$ cat src/rtl/pwm_tb_pkg.sv
package pwm_tb_pkg;

  // Control word field positions (decoded by the control stage)
  localparam int MODE_LSB = 0;
  localparam int IMM_BIT  = 3;
  localparam int HS_LSB   = 7;
  localparam int CK_LSB   = 10;

  typedef enum logic [1:0] {
    MODE_UP     = 2'd0,
    MODE_DOWN   = 2'd1,
    MODE_UPDOWN = 2'd2,
    MODE_HOLD   = 2'd3
  } cntMode_e;

  // Strobes from control to datapath
  typedef struct packed {
    logic     tick;
    logic     prdWrImm;
    cntMode_e mode;
  } tbCtl_t;

endpackage

$ cat src/rtl/pwm_tb_prescaler.sv
module pwm_tb_prescaler #(
  parameter int CODE_W = 3
) (
  input  logic              clk,
  input  logic              rstN,
  input  logic [CODE_W-1:0] hsCode,
  input  logic [CODE_W-1:0] ckCode,
  input  logic              restart,
  output logic              tick
);
  localparam int HS_MAX    = 2 * ((1 << CODE_W) - 1);
  localparam int MAX_RATIO = HS_MAX << ((1 << CODE_W) - 1);
  localparam int PS_W      = $clog2(MAX_RATIO + 1);

  logic [PS_W-1:0] hsDiv;
  logic [PS_W-1:0] ratio;
  logic [PS_W-1:0] phase;

  always_comb begin
    hsDiv = (hsCode == '0) ? PS_W'(1) : PS_W'({hsCode, 1'b0});
    ratio = hsDiv << ckCode;
  end

  assign tick = (phase == ratio - PS_W'(1));

  always_ff @(posedge clk) begin
    if (!rstN) begin
      phase <= '0;
    end else if (restart || tick) begin
      phase <= '0;
    end else begin
      phase <= phase + PS_W'(1);
    end
  end

endmodule

$ cat src/rtl/pwm_tb_ctrl.sv
module pwm_tb_ctrl
  import pwm_tb_pkg::*;
#(
  parameter int DATA_W = 16,
  parameter int ADDR_W = 5,
  parameter int CODE_W = 3
) (
  input  logic              clk,
  input  logic              rstN,
  input  logic              wrEn,
  input  logic [ADDR_W-1:0] wrAddr,
  input  logic [DATA_W-1:0] wrData,
  output tbCtl_t            ctl,
  output logic [DATA_W-1:0] shadowPrd,
  output logic [DATA_W-1:0] cmpA,
  output logic [DATA_W-1:0] cmpB
);
  localparam logic [ADDR_W-1:0] OFS_CTRL = ADDR_W'(8'h00);
  localparam logic [ADDR_W-1:0] OFS_PRD  = ADDR_W'(8'h0A);
  localparam logic [ADDR_W-1:0] OFS_CMPA = ADDR_W'(8'h12);
  localparam logic [ADDR_W-1:0] OFS_CMPB = ADDR_W'(8'h14);

  cntMode_e          modeQ;
  logic              immQ;
  logic [CODE_W-1:0] hsQ;
  logic [CODE_W-1:0] ckQ;

  logic              selCtrl;
  logic              selPrd;
  logic [CODE_W-1:0] hsIn;
  logic [CODE_W-1:0] ckIn;
  logic              restart;
  logic              tick;

  assign selCtrl = wrEn && (wrAddr == OFS_CTRL);
  assign selPrd  = wrEn && (wrAddr == OFS_PRD);
  assign hsIn    = wrData[HS_LSB +: CODE_W];
  assign ckIn    = wrData[CK_LSB +: CODE_W];
  assign restart = selCtrl && ((hsIn != hsQ) || (ckIn != ckQ));

  pwm_tb_prescaler #(.CODE_W(CODE_W)) i_prescaler (
    .clk     (clk),
    .rstN    (rstN),
    .hsCode  (hsQ),
    .ckCode  (ckQ),
    .restart (restart),
    .tick    (tick)
  );

  always_ff @(posedge clk) begin
    if (!rstN) begin
      modeQ     <= MODE_HOLD;
      immQ      <= 1'b0;
      hsQ       <= '0;
      ckQ       <= '0;
      shadowPrd <= '0;
      cmpA      <= '0;
      cmpB      <= '0;
    end else if (wrEn) begin
      if (selCtrl) begin
        modeQ <= cntMode_e'(wrData[MODE_LSB +: 2]);
        immQ  <= wrData[IMM_BIT];
        hsQ   <= hsIn;
        ckQ   <= ckIn;
      end
      if (selPrd)                 shadowPrd <= wrData;
      if (wrAddr == OFS_CMPA)     cmpA      <= wrData;
      if (wrAddr == OFS_CMPB)     cmpB      <= wrData;
    end
  end

  always_comb begin
    ctl.tick     = tick;
    ctl.prdWrImm = selPrd && immQ;
    ctl.mode     = modeQ;
  end

endmodule

$ cat src/rtl/pwm_tb_datapath.sv
module pwm_tb_datapath
  import pwm_tb_pkg::*;
#(
  parameter int DATA_W = 16
) (
  input  logic              clk,
  input  logic              rstN,
  input  tbCtl_t            ctl,
  input  logic [DATA_W-1:0] wrData,
  input  logic [DATA_W-1:0] shadowPrd,
  input  logic [DATA_W-1:0] cmpA,
  input  logic [DATA_W-1:0] cmpB,
  output logic [DATA_W-1:0] count,
  output logic [DATA_W-1:0] activePrd,
  output logic              countDown,
  output logic              zeroHit,
  output logic              periodHit,
  output logic              cmpAHit,
  output logic              cmpBHit
);
  logic [DATA_W-1:0] nextCnt;
  logic              nextDown;
  logic              advance;
  logic              arriveZero;
  logic [DATA_W-1:0] prdNew;

  always_comb begin
    nextCnt  = count;
    nextDown = countDown;
    unique case (ctl.mode)
      MODE_UP: begin
        nextDown = 1'b0;
        nextCnt  = (count >= activePrd) ? '0 : count + 1'b1;
      end
      MODE_DOWN: begin
        nextDown = 1'b1;
        nextCnt  = (count == '0) ? activePrd : count - 1'b1;
      end
      MODE_UPDOWN: begin
        if (countDown) begin
          if (count == '0) begin
            nextDown = 1'b0;
            nextCnt  = (activePrd == '0) ? '0 : DATA_W'(1);
          end else begin
            nextCnt  = count - 1'b1;
          end
        end else begin
          if (count >= activePrd) begin
            nextDown = 1'b1;
            nextCnt  = (count == '0) ? '0 : count - 1'b1;
          end else begin
            nextCnt  = count + 1'b1;
          end
        end
      end
      default: begin
        nextCnt  = count;
        nextDown = countDown;
      end
    endcase
    advance    = ctl.tick && (ctl.mode != MODE_HOLD);
    arriveZero = advance && (nextCnt == '0);
    if (ctl.prdWrImm)  prdNew = wrData;
    else if (arriveZero) prdNew = shadowPrd;
    else               prdNew = activePrd;
  end

  always_ff @(posedge clk) begin
    if (!rstN) begin
      count     <= '0;
      countDown <= 1'b0;
      activePrd <= '0;
      zeroHit   <= 1'b0;
      periodHit <= 1'b0;
      cmpAHit   <= 1'b0;
      cmpBHit   <= 1'b0;
    end else begin
      activePrd <= prdNew;
      zeroHit   <= arriveZero;
      periodHit <= advance && (nextCnt == prdNew);
      cmpAHit   <= advance && !nextDown && (nextCnt == cmpA);
      cmpBHit   <= advance && !nextDown && (nextCnt == cmpB);
      if (advance) begin
        count     <= nextCnt;
        countDown <= nextDown;
      end
    end
  end

endmodule

$ cat src/rtl/pwm_timebase.sv
module pwm_timebase
  import pwm_tb_pkg::*;
#(
  parameter int DATA_W = 16,
  parameter int ADDR_W = 5,
  parameter int CODE_W = 3
) (
  input  logic              clk,
  input  logic              rstN,
  input  logic              wrEn,
  input  logic [ADDR_W-1:0] wrAddr,
  input  logic [DATA_W-1:0] wrData,
  output logic [DATA_W-1:0] count,
  output logic              countDown,
  output logic              zeroHit,
  output logic              periodHit,
  output logic              cmpAHit,
  output logic              cmpBHit,
  output logic              baseTick
);
  tbCtl_t            ctl;
  logic [DATA_W-1:0] shadowPrd;
  logic [DATA_W-1:0] cmpAVal;
  logic [DATA_W-1:0] cmpBVal;
  logic [DATA_W-1:0] activePrd;

  pwm_tb_ctrl #(.DATA_W(DATA_W), .ADDR_W(ADDR_W), .CODE_W(CODE_W)) i_ctrl (
    .clk       (clk),
    .rstN      (rstN),
    .wrEn      (wrEn),
    .wrAddr    (wrAddr),
    .wrData    (wrData),
    .ctl       (ctl),
    .shadowPrd (shadowPrd),
    .cmpA      (cmpAVal),
    .cmpB      (cmpBVal)
  );

  pwm_tb_datapath #(.DATA_W(DATA_W)) i_datapath (
    .clk       (clk),
    .rstN      (rstN),
    .ctl       (ctl),
    .wrData    (wrData),
    .shadowPrd (shadowPrd),
    .cmpA      (cmpAVal),
    .cmpB      (cmpBVal),
    .count     (count),
    .activePrd (activePrd),
    .countDown (countDown),
    .zeroHit   (zeroHit),
    .periodHit (periodHit),
    .cmpAHit   (cmpAHit),
    .cmpBHit   (cmpBHit)
  );

  assign baseTick = ctl.tick;

endmodule

$ cat config.mk
export PLATFORM = sky130hd
export DESIGN_NAME = pwm_timebase
export DESIGN_NICKNAME = d
export VERILOG_FILES = /design/src/rtl/pwm_tb_pkg.sv /design/src/rtl/pwm_tb_prescaler.sv /design/src/rtl/pwm_tb_ctrl.sv /design/src/rtl/pwm_tb_datapath.sv /design/src/rtl/pwm_timebase.sv
export SDC_FILE = /design/constraint.sdc
export NUM_CORES = 1
export LEC_CHECK = 0
export BUFFER_PORTS_ARGS = -buffer_cell sky130_fd_sc_hd__buf_4
export CORE_AREA = 2 2 134 136
export CTS_BUF_LIST = sky130_fd_sc_hd__clkbuf_4 sky130_fd_sc_hd__clkbuf_8
export DETAILED_ROUTE_END_ITERATION = 12
export DIE_AREA = 0 0 136 138
export PLACE_DENSITY = 0.63
export RECOVER_POWER = 100
export SLEW_MARGIN = 20
export SYNTH_ARGS = -nofsm -noshare
export SYNTH_HDL_FRONTEND = slang
export SYNTH_SLANG_ARGS = --single-unit
$ cat constraint.sdc
create_clock -name clk -period 5.34 [get_ports clk]
set_clock_uncertainty 0.1 [all_clocks]
set_input_delay 0.267 -clock clk [delete_from_list [all_inputs] [get_ports clk]]
set_output_delay 0.267 -clock clk [all_outputs]
set_load 0.02 [all_outputs]
==> reports/results.ini <==
[status]
outcome = finished clean

[worst_setup_path]
cp.arrival_ns = 5.20
critPathCaptureType = register
ff2ff_path_depth = 14
r2r-end = i_datapath.periodHit
worstSetupStartpointType = register
critPathRequiredTime_ns = 5.54
worstPathMaxFanout = 12
r2r_slack_ns = 0.34
r2r_start = i_datapath.count[1]
critical_path_class = register to register

[routing]
drt_first_pass_iters = 5
wl_met3_um = 2240
drt-initial-drc-count = 916
via_per_inst = 6.14
met2_length_um = 12200
wl_met1_um = 11600
vias = 7833
wl_um = 27200
ant_nets = 0
highest_layer = met4
drc = 0
wl_per_cell_um = 21.3

[sta]
finalWorstPathRequiredPeriod_ns = 5.00
worstMarginPinSlew_ns = 1.12
post-route-period-util_pct = 93.5
hold_violations = 0
slew_headroom_pct = 25.3
finalSetupTns_ns = 0
grt_setup_unrepaired = false
setup_violations = 0
setup_slack_ns = 0.344
slew_viol_final = 0
fmax_ghz = 0.200

[logic_synthesis]
synthFlopType = dfxtp_1
ys_ff_latch = 105
synth_edf_count = 0
synth-seq-area-share_pct = 25.8
synth_async_sr_flop_share_pct = 0
synth_area_um2 = 8140
yosys_warnings = 0
synth_nets = 1061
ys_types = 92
synth.avg_cell_area_um2 = 8.01
synthCells = 1016

[worst_hold_path]
hold_start = wrData[4]
hold_path_depth = 3
worst_hold_path_type = input port to register
min_to = i_ctrl.cmpB[4]

[floorplanning]
die_width_um = 136
start_util_pct = 46.4
core_um2 = 17500
ios = 46
dieHeight_um = 138
die-area_um2 = 18800
placementRows = 49

[global_routing]
grt.overflow.total = 0
grt_first_pass_wirelength_um = 42400
antenna_found_initial = 1
first_global_vias = 7415
grtUsageTotal_pct = 29.1
grt_start_max_net_pins = 82

[clock_network]
cts_resized = 0
cts_hold_buf = 0
clock_latency_ns = 0.39
clkTransAtPathRegs_ns = 0.11
root_buffer = clkbuf_8
cts_htree_levels = 3
clk_path_buf_depth = 2
numCtsBuffers = 9
post_cts_buffers = 0
cts_tree = yes
cts.sinks = 105

[placed_design]
hpwl_um = 20300
gp_congestion = 0.979
portBuffers = 45
pre_cts_slack_ns = 0.485
dp_cells = 1260

[power_and_ir_drop]
p_total_mw = 1.53
p_leak_nw = 3.59
power_frac_seq_pct = 52.5
power.share.switching_pct = 30.7
peakVddDrop_uv = 160
comb_power_share_pct = 13.8
p_per_area_nw_per_um2 = 173
power_switching_mw = 0.470
intPower_mw = 1.06
clkPwrFrac_pct = 33.7

[cells_and_area]
n_antenna_cell = 0
utilization_pct = 50.6
final_nets = 1087
layout.cells.non_filler = 1276
drive_gt1_share_pct = 12.1
layout_common_cells = 115 x nor2_1, 105 x dfxtp_1, 80 x nand2_1
final_common_cell = nor2_1
syn_to_final_growth_pct = 8.93

[run]
drv_cap = 0

[how the worst max path moves through the flow]
stage,start,endpoint,slack [ns],cells past startpoint
2_1_floorplan,i_datapath.count[0],i_datapath.periodHit,0.43,16
3_3_place_gp,i_datapath.activePrd[10],i_datapath.periodHit,0.50,14
3_5_place_dp,i_datapath.count[13],i_datapath.periodHit,0.48,13
4_1_cts,i_datapath.count[13],i_datapath.periodHit,0.45,13
5_1_grt,i_ctrl.ckQ[0],i_datapath.periodHit,0.07,14
6_report,i_datapath.count[1],i_datapath.periodHit,0.34,14
[cell families after synthesis]
kind of cell	after synthesis	share of synthesized area, %
multiplexers	76	9.44
AO/OA/AOI/OAI	215	20.7
buffers and inverters	117	6.09
flip-flops	105	25.8
XOR/XNOR	86	9.25
adder cells (fa/ha/maj)	21	3.23
AND/OR/NAND/NOR	396	25.5
[metrics by stage]
step	cell area (um^2)	hold WS, ns
final	8870	0.0397
after CTS	8960	0.0217
after global placement	8760	0.342
after floorplan	8140	0.289
after detailed placement	8760	0.347
after global routing	8870	0.0521
[flip-flops by register name, indices dropped and copies added (netlist names)]
name / cells
i_ctrl.immQ: 1
i_ctrl.shadowPrd: 16
i_ctrl.cmpA: 16
i_datapath.zeroHit: 1
i_ctrl.modeQ: 2
i_datapath.periodHit: 1
i_ctrl.ckQ: 3
i_ctrl.cmpB: 16
i_datapath.cmpBHit: 1
i_datapath.count: 16
i_ctrl.hsQ: 3
i_datapath.cmpAHit: 1
i_ctrl.i_prescaler.phase: 11
i_datapath.activePrd: 16
i_datapath.countDown: 1
[worst max-delay path, cell delays in order (launching register included)]
cell and delay [ns]:
dfxtp_1 0.59, inv_1 0.15, ha_1 0.23, nor3b_2 0.22, and4_1 0.45, nor2_1 0.53, a21oi_1 0.20, o32ai_4 0.32
nand3_1 0.12, or4_4 0.54, nor3_4 0.38, mux2_1 0.38, a311o_1 0.35, a21o_1 0.17, a2111oi_2 0.18
[routing by layer]
layer	GRT usage [%]	up-vias
li1	-	3728
met3	6.16	80
met2	44.7	345
met4	12.1	0
met1	39.6	3680
met5	0	-
[layout make-up]
type	count	area, um^2
fillers	1816	8670
clock inverters	6	58.8
repair buffers	89	578
multi-input cells	794	5540
flip-flops and latches	105	2100
well taps	229	287
clock buffers	10	138
inverters	43	161
[cell usage after synthesis (5+ instances only)]
| cell | number | area share, % |
|---|---|---|
| a21oi_1 | 50 | 3.1 |
| nand3b_1 | 5 | 0.46 |
| o221ai_1 | 5 | 0.54 |
| nand4_1 | 23 | 1.8 |
| xor2_1 | 37 | 4.0 |
| or2_2 | 7 | 0.54 |
| clkbuf_1 | 51 | 2.4 |
| a211oi_1 | 21 | 1.9 |
| dfxtp_1 | 105 | 26 |
| o211ai_1 | 6 | 0.55 |
| nor3_1 | 32 | 2.0 |
| mux2i_1 | 70 | 8.6 |
| nor4_1 | 24 | 1.8 |
| nand2b_1 | 9 | 0.69 |
| and3_1 | 9 | 0.69 |
| a211o_1 | 10 | 1.1 |
| a31oi_1 | 13 | 1.0 |
| xnor2_1 | 49 | 5.3 |
| nor2_1 | 115 | 5.3 |
| buf_2 | 8 | 0.49 |
| nand3_1 | 28 | 1.7 |
| and4_1 | 5 | 0.54 |
| o31ai_1 | 5 | 0.46 |
| mux2_2 | 5 | 0.69 |
| inv_1 | 40 | 1.8 |
| and2_1 | 18 | 1.4 |
| ha_1 | 21 | 3.2 |
| o21ai_0 | 25 | 1.5 |
| or3_1 | 9 | 0.69 |
| nand2_1 | 80 | 3.7 |
[power groups by stage]
stage	Sequential, mW	Combinational, mW	Clock, mW
after floorplan	0.816	0.142	0
after global placement	0.820	0.211	0
after detailed placement	0.820	0.211	0
after CTS	0.802	0.212	0.525
after global routing	0.804	0.228	0.550
final	0.803	0.211	0.516
Power figures use the tool's default switching activity.
